`config.mk`:
```
export PLATFORM = sky130hd
export DESIGN_NAME = gpio_quad_port
export DESIGN_NICKNAME = d
export VERILOG_FILES = /design/src/rtl/gpio_quad_pkg.sv /design/src/rtl/gpio_rst_sync.sv /design/src/rtl/gpio_sync.sv /design/src/rtl/gpio_pad_ctrl.sv /design/src/rtl/gpio_irq_det.sv /design/src/rtl/gpio_quad_port.sv
export SDC_FILE = /design/constraint.sdc
export NUM_CORES = 1
export LEC_CHECK = 0
export BUFFER_PORTS_ARGS = -buffer_cell sky130_fd_sc_hd__buf_2
export CELL_PAD_IN_SITES_DETAIL_PLACEMENT = 0
export CELL_PAD_IN_SITES_GLOBAL_PLACEMENT = 2
export CORE_MARGIN = 5
export CORE_UTILIZATION = 38
export CTS_CLUSTER_DIAMETER = 120
export DETAILED_ROUTE_END_ITERATION = 8
export PLACE_DENSITY = 0.9
export SLEW_MARGIN = 10
export SYNTH_ARGS = -nofsm -noshare
export SYNTH_HDL_FRONTEND = slang
export SYNTH_SLANG_ARGS = --single-unit
```
`constraint.sdc`:
```
create_clock -name clk -period 14.9 [get_ports clk]
set_input_delay 1.49 -clock clk [delete_from_list [all_inputs] [get_ports clk]]
set_output_delay 1.49 -clock clk [all_outputs]
set_load 0.1 [all_outputs]
```
`src/rtl/gpio_quad_pkg.sv`:
```
package gpio_quad_pkg;
  typedef enum logic [1:0] {
    PM_INPUT  = 2'b00,
    PM_PUSH   = 2'b01,
    PM_ODRAIN = 2'b10,
    PM_QUASI  = 2'b11
  } pin_mode_e;

  localparam int REG_AW = 4;

  localparam logic [REG_AW-1:0] A_MODE  = 4'd0;
  localparam logic [REG_AW-1:0] A_DOUT  = 4'd1;
  localparam logic [REG_AW-1:0] A_PIN   = 4'd2;
  localparam logic [REG_AW-1:0] A_IEN   = 4'd3;
  localparam logic [REG_AW-1:0] A_ITYPE = 4'd4;
  localparam logic [REG_AW-1:0] A_IPOL  = 4'd5;
  localparam logic [REG_AW-1:0] A_IPEND = 4'd6;
  localparam logic [REG_AW-1:0] A_BUF   = 4'd7;
endpackage

```
`src/rtl/gpio_rst_sync.sv`:
```
module gpio_rst_sync (
  input  logic clk,
  input  logic rst_n,
  output logic rst_sync_n
);
  logic stg0_q, stg1_q;

  always_ff @(posedge clk or negedge rst_n) begin
    if (!rst_n) begin
      stg0_q <= 1'b0;
      stg1_q <= 1'b0;
    end else begin
      stg0_q <= 1'b1;
      stg1_q <= stg0_q;
    end
  end

  assign rst_sync_n = stg1_q;
endmodule

```
`src/rtl/gpio_sync.sv`:
```
module gpio_sync #(
  parameter int NPIN = 16
) (
  input  logic            clk,
  input  logic            rst_n,
  input  logic [NPIN-1:0] d_in,
  output logic [NPIN-1:0] q_out
);
  logic [NPIN-1:0] meta_q, meta_d, stab_q, stab_d;

  always_comb begin
    meta_d = d_in;
    stab_d = meta_q;
  end

  always_ff @(posedge clk or negedge rst_n) begin
    if (!rst_n) begin
      meta_q <= '0;
      stab_q <= '0;
    end else begin
      meta_q <= meta_d;
      stab_q <= stab_d;
    end
  end

  assign q_out = stab_q;
endmodule

```
`src/rtl/gpio_pad_ctrl.sv`:
```
module gpio_pad_ctrl
  import gpio_quad_pkg::*;
#(
  parameter int NPIN = 16
) (
  input  logic [2*NPIN-1:0] mode_vec,
  input  logic [NPIN-1:0]   dout,
  output logic [NPIN-1:0]   pad_out,
  output logic [NPIN-1:0]   pad_oe,
  output logic [NPIN-1:0]   pad_pu
);
  for (genvar i = 0; i < NPIN; i++) begin : g_pin
    always_comb begin
      pad_out[i] = 1'b0;
      pad_oe[i]  = 1'b0;
      pad_pu[i]  = 1'b0;
      case (pin_mode_e'(mode_vec[2*i +: 2]))
        PM_PUSH: begin
          pad_oe[i]  = 1'b1;
          pad_out[i] = dout[i];
        end
        PM_ODRAIN: begin
          pad_oe[i]  = ~dout[i];
        end
        PM_QUASI: begin
          pad_oe[i]  = ~dout[i];
          pad_pu[i]  = 1'b1;
        end
        default: begin
          pad_oe[i]  = 1'b0;
        end
      endcase
    end
  end
endmodule

```
`src/rtl/gpio_irq_det.sv`:
```
module gpio_irq_det #(
  parameter int NPIN = 16
) (
  input  logic            clk,
  input  logic            rst_n,
  input  logic [NPIN-1:0] lvl,
  input  logic [NPIN-1:0] ien,
  input  logic [NPIN-1:0] itype,
  input  logic [NPIN-1:0] ipol,
  input  logic [NPIN-1:0] clr_mask,
  output logic [NPIN-1:0] pend
);
  logic [NPIN-1:0] prev_q, prev_d;
  logic [NPIN-1:0] edge_pend_q, edge_pend_d;
  logic [NPIN-1:0] rise, fall, hit, lvl_match;

  always_comb begin
    rise        = lvl & ~prev_q;
    fall        = ~lvl & prev_q;
    hit         = ien & ~itype & ((ipol & rise) | (~ipol & fall));
    edge_pend_d = (edge_pend_q & ~clr_mask) | hit;
    prev_d      = lvl;
    lvl_match   = ~(lvl ^ ipol);
    pend        = (ien & itype & lvl_match) | (~itype & edge_pend_q);
  end

  always_ff @(posedge clk or negedge rst_n) begin
    if (!rst_n) begin
      prev_q      <= '0;
      edge_pend_q <= '0;
    end else begin
      prev_q      <= prev_d;
      edge_pend_q <= edge_pend_d;
    end
  end

  for (genvar i = 0; i < NPIN; i++) begin : g_chk

    edge_needs_en_chk: assert property (@(posedge clk) disable iff (!rst_n)
      $rose(edge_pend_q[i]) |-> $past(ien[i]));
  end
endmodule

```
`src/rtl/gpio_quad_port.sv`:
```
module gpio_quad_port
  import gpio_quad_pkg::*;
#(
  parameter int NPIN = 16,
  parameter int DW   = 32
) (
  input  logic              clk,
  input  logic              rst_n,
  input  logic              strap_quasi,
  input  logic              bus_sel,
  input  logic              bus_we,
  input  logic [REG_AW-1:0] bus_addr,
  input  logic [DW-1:0]     bus_wdata,
  output logic [DW-1:0]     bus_rdata,
  input  logic [NPIN-1:0]   pad_in,
  output logic [NPIN-1:0]   pad_out,
  output logic [NPIN-1:0]   pad_oe,
  output logic [NPIN-1:0]   pad_pu,
  output logic [NPIN-1:0]   pad_schmitt,
  output logic              irq,
  output logic [NPIN-1:0]   wake_req
);
  localparam int MW = 2 * NPIN;

  logic            rst_sync_n;
  logic            wr;
  logic [MW-1:0]   mode_q, mode_d, mode_eff, strap_mode;
  logic            use_strap_q, use_strap_d;
  logic [NPIN-1:0] dout_q, dout_d;
  logic [NPIN-1:0] ien_q, ien_d;
  logic [NPIN-1:0] itype_q, itype_d;
  logic [NPIN-1:0] ipol_q, ipol_d;
  logic [NPIN-1:0] buf_q, buf_d;
  logic [NPIN-1:0] clr_mask;
  logic [NPIN-1:0] pin_sync;
  logic [NPIN-1:0] pend;

  gpio_rst_sync u_rst (
    .clk        (clk),
    .rst_n      (rst_n),
    .rst_sync_n (rst_sync_n)
  );

  gpio_sync #(.NPIN(NPIN)) u_sync (
    .clk   (clk),
    .rst_n (rst_sync_n),
    .d_in  (pad_in),
    .q_out (pin_sync)
  );

  assign strap_mode = {NPIN{{2{strap_quasi}}}};
  assign mode_eff   = use_strap_q ? strap_mode : mode_q;
  assign wr         = bus_sel & bus_we;

  always_comb begin
    mode_d      = mode_q;
    use_strap_d = use_strap_q;
    dout_d      = dout_q;
    ien_d       = ien_q;
    itype_d     = itype_q;
    ipol_d      = ipol_q;
    buf_d       = buf_q;
    clr_mask    = '0;
    if (wr) begin
      case (bus_addr)
        A_MODE: begin
          mode_d      = bus_wdata[MW-1:0];
          use_strap_d = 1'b0;
        end
        A_DOUT:  dout_d   = bus_wdata[NPIN-1:0];
        A_IEN:   ien_d    = bus_wdata[NPIN-1:0];
        A_ITYPE: itype_d  = bus_wdata[NPIN-1:0];
        A_IPOL:  ipol_d   = bus_wdata[NPIN-1:0];
        A_IPEND: clr_mask = bus_wdata[NPIN-1:0];
        A_BUF:   buf_d    = bus_wdata[NPIN-1:0];
        default: ;
      endcase
    end
  end

  always_ff @(posedge clk or negedge rst_sync_n) begin
    if (!rst_sync_n) begin
      mode_q      <= '0;
      use_strap_q <= 1'b1;
      dout_q      <= '1;
      ien_q       <= '0;
      itype_q     <= '0;
      ipol_q      <= '0;
      buf_q       <= '0;
    end else begin
      mode_q      <= mode_d;
      use_strap_q <= use_strap_d;
      dout_q      <= dout_d;
      ien_q       <= ien_d;
      itype_q     <= itype_d;
      ipol_q      <= ipol_d;
      buf_q       <= buf_d;
    end
  end

  gpio_pad_ctrl #(.NPIN(NPIN)) u_pad (
    .mode_vec (mode_eff),
    .dout     (dout_q),
    .pad_out  (pad_out),
    .pad_oe   (pad_oe),
    .pad_pu   (pad_pu)
  );

  gpio_irq_det #(.NPIN(NPIN)) u_irq (
    .clk      (clk),
    .rst_n    (rst_sync_n),
    .lvl      (pin_sync),
    .ien      (ien_q),
    .itype    (itype_q),
    .ipol     (ipol_q),
    .clr_mask (clr_mask),
    .pend     (pend)
  );

  assign wake_req    = pend & ien_q;
  assign irq         = |wake_req;
  assign pad_schmitt = buf_q;

  always_comb begin
    case (bus_addr)
      A_MODE:  bus_rdata = DW'(mode_eff);
      A_DOUT:  bus_rdata = DW'(dout_q);
      A_PIN:   bus_rdata = DW'(pin_sync);
      A_IEN:   bus_rdata = DW'(ien_q);
      A_ITYPE: bus_rdata = DW'(itype_q);
      A_IPOL:  bus_rdata = DW'(ipol_q);
      A_IPEND: bus_rdata = DW'(pend);
      A_BUF:   bus_rdata = DW'(buf_q);
      default: bus_rdata = '0;
    endcase
  end

  for (genvar i = 0; i < NPIN; i++) begin : g_chk

    strong_high_chk: assert property (@(posedge clk) disable iff (!rst_sync_n)
      (pad_oe[i] && pad_out[i]) |-> (mode_eff[2*i +: 2] == PM_PUSH));
  end


  pu_vs_drive_chk: assert property (@(posedge clk) disable iff (!rst_sync_n)
    (pad_pu & pad_oe & pad_out) == '0);


  strap_reset_chk: assert property (@(posedge clk) disable iff (!rst_sync_n)
    use_strap_q |-> (pad_pu == {NPIN{strap_quasi}}));


  irq_en_chk: assert property (@(posedge clk) disable iff (!rst_sync_n)
    irq |-> (|ien_q));
endmodule

```
==> impl_metrics.env, run 1 <==
export IMPL_status="complete, no violations"
export IMPL_dp_cells=1318
export IMPL_async_flop_share_pct=100.0
export IMPL_yosys_warnings=0
export IMPL_r2r_end="use_strap_q"
export IMPL_grt_pass1_vias=7434
export IMPL_clk_latency_ps=440
export IMPL_power_mw=1.884
export IMPL_endpoint_kind="output pin"
export IMPL_fin_ws_ps=9314
export IMPL_dpl_hpwl_mm=20.08
export IMPL_crit_fanout=41
export IMPL_most_common_layout_cells="169 x buf_2, 161 x dfrtp_1, 127 x nand2_1, 85 x o21ai_0, 80 x mux2_2"
export IMPL_worstSetupStartpointType="input port"
export IMPL_antenna_cells=0
export IMPL_fin_util_pct=45.81
export IMPL_row_count=56
export IMPL_die_area_um2=26630
export IMPL_cp_common_cell="buf_2"
export IMPL_final_hold_viol_count=0
export IMPL_final_area_um2=10660
export IMPL_cts_buffer_depth=2
export IMPL_port_buffers=169
export IMPL_slew_viol_final=0
export IMPL_grt_max_degree=67
export IMPL_synthDistinctLibCells=57
export IMPL_path_clk_slew_ps=70
export IMPL_pin_count=170
export IMPL_synth_area_per_cell_um2=10.36
export IMPL_die_w_um=163.2
export IMPL_drive_above_1_share_pct=31.23
export IMPL_maxCapViolCount=0
export IMPL_overflow=0
export IMPL_crit_buf_inv=3
export IMPL_wire_per_inst_um=20.94
export IMPL_syn_inst=861
export IMPL_htree_levels=4
export IMPL_timing_final_crit_share_pct=37.49
export IMPL_dr_total_vias=7438
export IMPL_fin_crit_ps=5586
export IMPL_fin_hold_ws_ps=349.0
export IMPL_fp_dieH_um=163.2
export IMPL_syn_nets=918
export IMPL_gp_congestion=0.8159
export IMPL_path_cells="buf_2, nor2b_1, buf_4, nand2b_1, nor2_1, or4b_1, buf_2"
export IMPL_max_stage_delay_ps=670
export IMPL_antenna_left=0
export IMPL_area_delta_synth_final_pct=19.50
export IMPL_fin_cells=1350
export IMPL_viasPerCell=5.510
export IMPL_fp_coreArea_um2=23260
export IMPL_drt_pass1_iter_count=5
export IMPL_max_slew_worst_pin_slew_ps=1094
export IMPL_slew_headroom_pct=26.87
export IMPL_crit_path_top_delay_cell="buf_2"
export IMPL_final_common_cell="buf_2"
export IMPL_cp_required_ps=13410
export IMPL_ys_flop_type="dfrtp_1"
export IMPL_drc_errors=0
export IMPL_antenna_found_initial=0
export IMPL_cellPowerDensity_nw_per_um2=176.8
export IMPL_drt_initial_drc_count=574
export IMPL_cts_buffers=17
export IMPL_critical_path_class="input port to output pin"
export IMPL_synth_edf_count=0
export IMPL_cts_resized_gates=0
export IMPL_path_depth=7
export IMPL_yosysSeqAreaShare_pct=50.47
export IMPL_rsz0062_at_grt="false"
export IMPL_dp_slack_ps=9380
export IMPL_cts_tree="built"
export IMPL_rr_startpoint="use_strap_q"
export IMPL_start_util_pct=38.33
export IMPL_setup_violations=0
export IMPL_min_path_type="register to register"
export IMPL_finalSetupTns_ps=0
export IMPL_fmax_ghz=0.1790
export IMPL_final_fill_count=2295
export IMPL_clock_sinks=179
export IMPL_reg2reg_depth=2
export IMPL_dpl_cell_area_um2=10050
export IMPL_grt_pass1_wl_mm=43.74
export IMPL_cts_setup_buffers=0
export IMPL_p_leak_nw=4.821
export IMPL_hold_buffers=0
export IMPL_crit_arrival_ps=4100
export IMPL_grt_usage_pct=21.48
export IMPL_cp_endpoint="bus_rdata[3]"
export IMPL_cp_top_family="simple AND/OR/NAND/NOR gates"
export IMPL_synth_area_um2=8917
export IMPL_routed_wl_mm=28.27
export IMPL_skew_ps=8.618
export IMPL_r2r_slack_ps=12980
export IMPL_nets=1075
export IMPL_root_buffer="clkbuf_16"
export IMPL_peakVddDrop_mv=0.07957
export IMPL_crit_start="bus_addr[0]"
export IMPL_ys_ff_latch=179
where the power goes:
group	internal [mW]	total [mW]	switching, mW
combinational	0.175	0.732	0.558
clock	0.259	0.462	0.202
sequential	0.585	0.689	0.104
area by class of cell:
type,count,area (um^2),share of cell area (%)
clock buffer,20,456.7,4.286
clock inverter,12,146.4,1.374
inverter,35,131.4,1.233
multi-input combinational,603,4075,38.24
sequential,179,4504,42.27
tap,319,399.1,3.745
timing repair buffer,182,943.4,8.853
worst register-to-register path, cell delays in order, from the launching register on:
cell     delay (ps)
dfstp_2        1020
inv_1           610
nor2_1          220
per-layer routing:
metal  part of all wire [%]  GRT usage, %
met2                     47         34.30
met1                     44         29.02
met4                    2.9         7.282
met5                      0             0
met3                    6.2         4.845
sequential cells by signal, summed over array words and instances, names as in the netlist:
name	flops
u_rst.rst_sync_n	1
use_strap_q	1
u_sync.meta_q	16
ipol_q	16
ien_q	16
itype_q	16
u_irq.edge_pend_q	16
pad_schmitt	16
mode_q	32
u_rst.stg0_q	1
u_sync.q_out	16
dout_q	16
u_irq.prev_q	16
cells in the mapped netlist (3+ instances only):
cell	number	area, um^2
buf_1	4	15.01
nor2b_1	19	118.9
buf_4	4	30.03
mux2i_1	13	130.1
nor4_1	4	25.02
xnor2_1	16	140.1
nor3b_1	13	97.59
nand3_1	6	30.03
nor3_1	7	35.03
a21oi_1	42	210.2
dfrtp_1	162	4054
nor2_1	25	93.84
clkbuf_1	21	78.83
a221oi_1	9	78.83
a211oi_1	3	22.52
o221ai_1	3	26.28
buf_2	11	55.05
and3_1	4	25.02
dfstp_2	17	446.7
and2_1	17	106.4
nand2b_1	11	68.82
a32oi_1	4	35.03
a32o_1	16	160.2
nand2_1	128	480.5
mux2_2	80	900.9
a22o_1	17	148.9
buf_6	3	33.78
o211ai_1	9	67.56
a31o_2	4	35.03
o22ai_1	20	125.1
and3b_1	3	26.28
a22oi_1	5	37.54
o21ai_0	85	425.4
mux2_1	13	146.4
inv_1	34	127.6
worst min path at each step:
| stage | from | end | cells after the start |
|---|---|---|---|
| global route | u_sync.meta_q[6] | u_sync.q_out[6] | 0 |
| detailed placement | u_sync.meta_q[6] | u_sync.q_out[6] | 0 |
| finish | u_sync.meta_q[9] | u_sync.q_out[9] | 0 |
| global placement | u_sync.meta_q[13] | u_sync.q_out[13] | 0 |
| floorplan | u_rst.stg0_q | u_rst.rst_sync_n | 0 |
| CTS | u_sync.meta_q[6] | u_sync.q_out[6] | 0 |
kinds of logic after synthesis:
logic type / share of synthesized area [%]
xor gates and xnor gates: 1.571
AOI/OAI and AO/OA: 16.46
other: 0.04205
muxes: 13.46
and+or+nand+nor: 13.97
DFF: 50.47
buffers and inverters: 4.027
Power figures use the tool's default switching activity.
==> run 2: changes to the inputs <==
- CORE_UTILIZATION: 38 -> 32
- PLACE_DENSITY: 0.9 -> 0.82
- clock period: 14.9 -> 4.81 ns (I/O delays scaled with it)
==> impl_metrics.env, run 2 (same netlist as run 1, synthesis figures left out) <==
export IMPL_slew_viol_final=0
export IMPL_slew_headroom_pct=16.39
export IMPL_clock_sinks=179
export IMPL_largest_reg_flops=32
export IMPL_antenna_cells=0
export IMPL_htree_levels=4
export IMPL_worstSetupStartpointType="register"
export IMPL_final_hold_viol_count=0
export IMPL_gp_congestion=0.8117
export IMPL_die_area_um2=31300
export IMPL_grt_pass1_wl_mm=44.03
export IMPL_cts_buffers=17
export IMPL_row_count=61
export IMPL_status="complete, no violations"
export IMPL_hold_depth=1
export IMPL_critical_path_class="register to output pin"
export IMPL_maxCapViolCount=0
export IMPL_wire_per_inst_um=20.65
export IMPL_rsz0062_at_grt="false"
export IMPL_crit_arrival_ps=2960
export IMPL_crit_path_top_delay_cell="dfstp_2"
export IMPL_reg2reg_depth=1
export IMPL_crit_fanout=20
export IMPL_drt_initial_drc_count=700
export IMPL_cts_buffer_depth=2
export IMPL_most_common_layout_cells="169 x buf_2, 161 x dfrtp_1, 127 x nand2_1, 85 x o21ai_0, 80 x mux2_2"
export IMPL_fmax_ghz=0.2907
export IMPL_skew_ps=8.909
export IMPL_drt_pass1_iter_count=5
export IMPL_p_seq_share_pct=36.6
export IMPL_fin_cells=1409
export IMPL_fp_dieH_um=176.9
export IMPL_timing_final_crit_share_pct=71.52
export IMPL_hold_buffers=1
export IMPL_root_buffer="clkbuf_16"
export IMPL_dp_cells=1376
export IMPL_overflow=0
export IMPL_cp_required_ps=4330
export IMPL_routed_wl_mm=29.09
export IMPL_drc_errors=0
export IMPL_port_buffers=169
export IMPL_cts_resized_gates=0
export IMPL_hold_start="pad_in[7]"
export IMPL_rr_startpoint="u_rst.rst_sync_n"
export IMPL_p_comb_share_pct=39.3
export IMPL_r2r_end="ipol_q[5]"
export IMPL_path_cells="buf_4, mux2i_1, o21ai_0, a221oi_1, o31ai_1, buf_2"
export IMPL_power_internal_mw=3.136
export IMPL_grt_usage_pct=18.53
export IMPL_grt_max_degree=120
export IMPL_final_common_cell="buf_2"
export IMPL_peakVddDrop_mv=0.2926
export IMPL_regMostFlops="mode_q"
export IMPL_antenna_found_initial=0
export IMPL_die_w_um=176.9
export IMPL_antenna_left=0
export IMPL_min_path_type="input port to register"
export IMPL_endpoint_kind="output pin"
export IMPL_switching_share_pct=46.06
export IMPL_setup_violations=0
export IMPL_drive_above_1_share_pct=31.13
export IMPL_dpl_hpwl_mm=20.96
export IMPL_p_leak_nw=4.820
export IMPL_nets=1075
export IMPL_viasPerCell=5.170
export IMPL_max_slew_worst_pin_slew_ps=1250
export IMPL_fp_coreArea_um2=27630
export IMPL_pwr_share_clk_pct=24.1
export IMPL_r2r_slack_ps=3240
export IMPL_clk_latency_ps=430
export IMPL_finalSetupTns_ps=0
export IMPL_hold_path_end="u_sync.meta_q[7]"
export IMPL_max_stage_delay_ps=780
export IMPL_pin_count=170
export IMPL_start_util_pct=32.28
export IMPL_power_switching_mw=2.679
export IMPL_path_clk_slew_ps=70
export IMPL_fin_crit_ps=3440
export IMPL_area_delta_synth_final_pct=20.22
export IMPL_cellPowerDensity_nw_per_um2=542.4
export IMPL_dr_total_vias=7284
export IMPL_cts_tree="built"
export IMPL_cts_setup_buffers=0
export IMPL_grt_pass1_vias=7342
[run 2: changes by cell type in the layout (fill, tap and decap cells not counted)]
| cell | delta |
|---|---|
| inv_6 | -1 |
| clkinv_2 | +5 |
| clkinv_4 | -1 |
| dlygate4sd3_1 | +1 |
| buf_12 | +1 |
| buf_4 | -2 |
| clkinvlp_4 | -1 |
| clkbuf_8 | -1 |
| inv_8 | -1 |
[run 2: worst max-delay path: cells and delay by family (launching register included)]
kind / cells / cell delay [ps]
compound gates: 3 / 840
mux: 1 / 100
buf+inv: 2 / 800
flops: 1 / 780
[run 2: area by class of cell]
type                    count  area, um^2
multi-input cells         603        4075
repair buffers            182       958.4
clock inverters            13       135.1
inverters                  35       131.4
clock buffers              19       442.9
flip-flops and latches    179        4504
fillers                  2820       16910
well taps                 378       473.0
[run 2: worst max-delay path by stage]
stage	startpoint	end	slack, ps	depth (start not counted)
6_report	use_strap_q	bus_rdata[15]	1370	6
5_1_grt	use_strap_q	bus_rdata[15]	1290	6
4_1_cts	use_strap_q	bus_rdata[15]	1330	6
3_5_place_dp	bus_addr[1]	bus_rdata[6]	1520	6
3_3_place_gp	bus_addr[3]	bus_rdata[3]	1550	6
2_1_floorplan	use_strap_q	pad_out[6]	640	3
[run 2: layer usage]
metal / vias up / track usage (%) / wire [um] / part of all wire (%)
li1: 3421 / - / - / -
met1: 3651 / 24.30 / 12580 / 43
met2: 186 / 31.65 / 14600 / 50
met3: 26 / 3.418 / 1375 / 4.7
met4: 0 / 4.900 / 548 / 1.9
met5: - / 0 / 0 / 0
[run 2: stage by stage]
step	total power [mW]	hold WS [ps]	util, %	area (um^2)	setup slack, ps
finish	5.815	148.6	38.80	10720	1370
global route	6.075	128.0	38.80	10720	1291
CTS	5.857	133.4	38.80	10720	1331
detailed placement	4.444	269.5	36.67	10130	1515
global placement	4.429	268.1	36.67	10130	1547
floorplan	3.955	185.4	-	8919	636.5
[run 2: power by group through the flow]
stage | clock network [mW] | registers [mW] | logic, mW
after floorplan | 0 | 2.24 | 1.72
after global routing | 1.50 | 2.17 | 2.41
after CTS | 1.43 | 2.12 | 2.30
final | 1.40 | 2.13 | 2.29
after detailed placement | 0 | 2.15 | 2.29
after global placement | 0 | 2.15 | 2.28
==> run 3: changes to the inputs <==
- clock period: 4.81 -> 3 ns (I/O delays scaled with it)
==> impl_metrics.env, run 3 (same netlist as run 1, synthesis figures left out) <==
export IMPL_antenna_left=0
export IMPL_setup_violations=0
export IMPL_rr_startpoint="u_rst.rst_sync_n"
export IMPL_fp_coreArea_um2=27630
export IMPL_r2r_slack_ps=1660
export IMPL_root_buffer="clkbuf_16"
export IMPL_start_util_pct=32.28
export IMPL_cellPowerDensity_nw_per_um2=835.0
export IMPL_cts_buffer_depth=2
export IMPL_finalSetupTns_ps=0
export IMPL_grt_pass1_vias=7512
export IMPL_worstSetupStartpointType="register"
export IMPL_skew_ps=10.76
export IMPL_hold_depth=3
export IMPL_slew_viol_final=0
export IMPL_port_buffers=169
export IMPL_max_stage_delay_ps=760
export IMPL_fmax_ghz=0.3580
export IMPL_maxCapViolCount=0
export IMPL_wire_per_inst_um=20.68
export IMPL_p_leak_nw=5.276
export IMPL_timing_final_crit_share_pct=93.11
export IMPL_drt_initial_drc_count=555
export IMPL_max_slew_worst_pin_slew_ps=823.8
export IMPL_largest_reg_flops=32
export IMPL_slew_headroom_pct=44.67
export IMPL_min_path_type="input port to register"
export IMPL_rsz0062_at_grt="false"
export IMPL_drt_pass1_iter_count=5
export IMPL_cts_setup_buffers=0
export IMPL_fin_util_pct=43.85
export IMPL_htree_levels=4
export IMPL_area_delta_synth_final_pct=35.88
export IMPL_cts_tree="built"
export IMPL_status="complete, no violations"
export IMPL_path_cells="buf_4, nand2b_1, a21oi_1, a221oi_1, o211ai_1, buf_12"
export IMPL_drc_errors=0
export IMPL_dpl_hpwl_mm=22.42
export IMPL_viasPerCell=5.171
export IMPL_regMostFlops="mode_q"
export IMPL_final_common_cell="dfrtp_1"
export IMPL_hold_path_end="mode_q[23]"
export IMPL_nets=1114
export IMPL_row_count=61
export IMPL_routed_wl_mm=29.94
export IMPL_cp_required_ps=2700
export IMPL_critical_path_class="register to output pin"
export IMPL_dr_total_vias=7488
export IMPL_reg2reg_depth=1
export IMPL_grt_usage_pct=19.32
export IMPL_fp_dieH_um=176.9
export IMPL_crit_buf_inv=2
export IMPL_crit_fanout=22
export IMPL_most_common_layout_cells="161 x dfrtp_1, 127 x nand2_1, 109 x buf_2, 80 x mux2_2, 72 x o21ai_0"
export IMPL_crit_path_top_delay_cell="dfstp_4"
export IMPL_endpoint_kind="output pin"
export IMPL_fin_ws_ps=206.6
export IMPL_die_area_um2=31300
export IMPL_gp_congestion=0.8477
export IMPL_peakVddDrop_mv=0.5135
export IMPL_overflow=0
export IMPL_fin_crit_ps=2793
export IMPL_die_w_um=176.9
export IMPL_r2r_end="dout_q[5]"
export IMPL_crit_start="use_strap_q"
export IMPL_pin_count=170
export IMPL_cts_buffers=17
export IMPL_dp_slack_ps=433.6
export IMPL_clk_latency_ps=430
export IMPL_antenna_found_initial=1
export IMPL_antenna_cells=0
export IMPL_clock_sinks=179
export IMPL_hold_start="bus_wdata[23]"
export IMPL_cp_top_family="flip-flops"
export IMPL_grt_pass1_wl_mm=45.75
export IMPL_drive_above_1_share_pct=33.46
export IMPL_final_hold_viol_count=0
export IMPL_grt_max_degree=54
export IMPL_path_clk_slew_ps=60
export IMPL_crit_arrival_ps=2490
-- run 3: worst max-delay path by stage --
stage | to | depth (start not counted)
final | bus_rdata[10] | 6
after global routing | bus_rdata[10] | 6
after CTS | bus_rdata[15] | 5
after detailed placement | bus_rdata[1] | 7
after global placement | bus_rdata[1] | 7
after floorplan | bus_rdata[21] | 6
-- run 3: stage by stage --
stage	cells	area (um^2)	total power, mW	hold WS [ps]
6_report	1448	12120	10.12	75.37
5_1_grt	1448	12120	10.56	62.06
4_1_cts	1448	12110	10.20	57.97
3_5_place_dp	1399	11310	7.709	92.55
3_3_place_gp	1399	11310	7.672	87.61
2_1_floorplan	861	9012	6.375	4.409
-- run 3: worst min-delay path: stages --
cell and delay (ps):
buf_2 70, nand2_1 30, o21ai_0 50
-- run 3: power breakdown --
| group | switching (mW) | leakage, nW | internal (mW) |
|---|---|---|---|
| logic | 2.90 | 2.84 | 1.34 |
| registers | 0.511 | 2.14 | 2.91 |
| clock network | 0.949 | 0.302 | 1.51 |
| total | 4.36 | 5.28 | 5.76 |
-- run 3: final cells by class --
type,instances,area [um^2]
Sequential cell,179,4508
Clock buffer,23,457.9
Fill cell,2658,15510
Timing Repair Buffer,221,2205
Clock inverter,9,178.9
Inverter,35,131.4
Tap cell,378,473.0
Multi-Input combinational cell,603,4163
-- run 3: metal layers --
layer,global-route usage [%],up-vias,routed length [um]
li1,-,3484,-
met1,25.86,3749,13030
met2,32.43,227,14780
met3,4.209,26,1696
met4,3.997,2,421
met5,0,-,13
-- run 3: repair_timing --
item,in CTS,in global routing
resized for setup,0,1
hold buffers,17,0
setup endpoints to repair,0,1
hold endpoints to repair,18,0
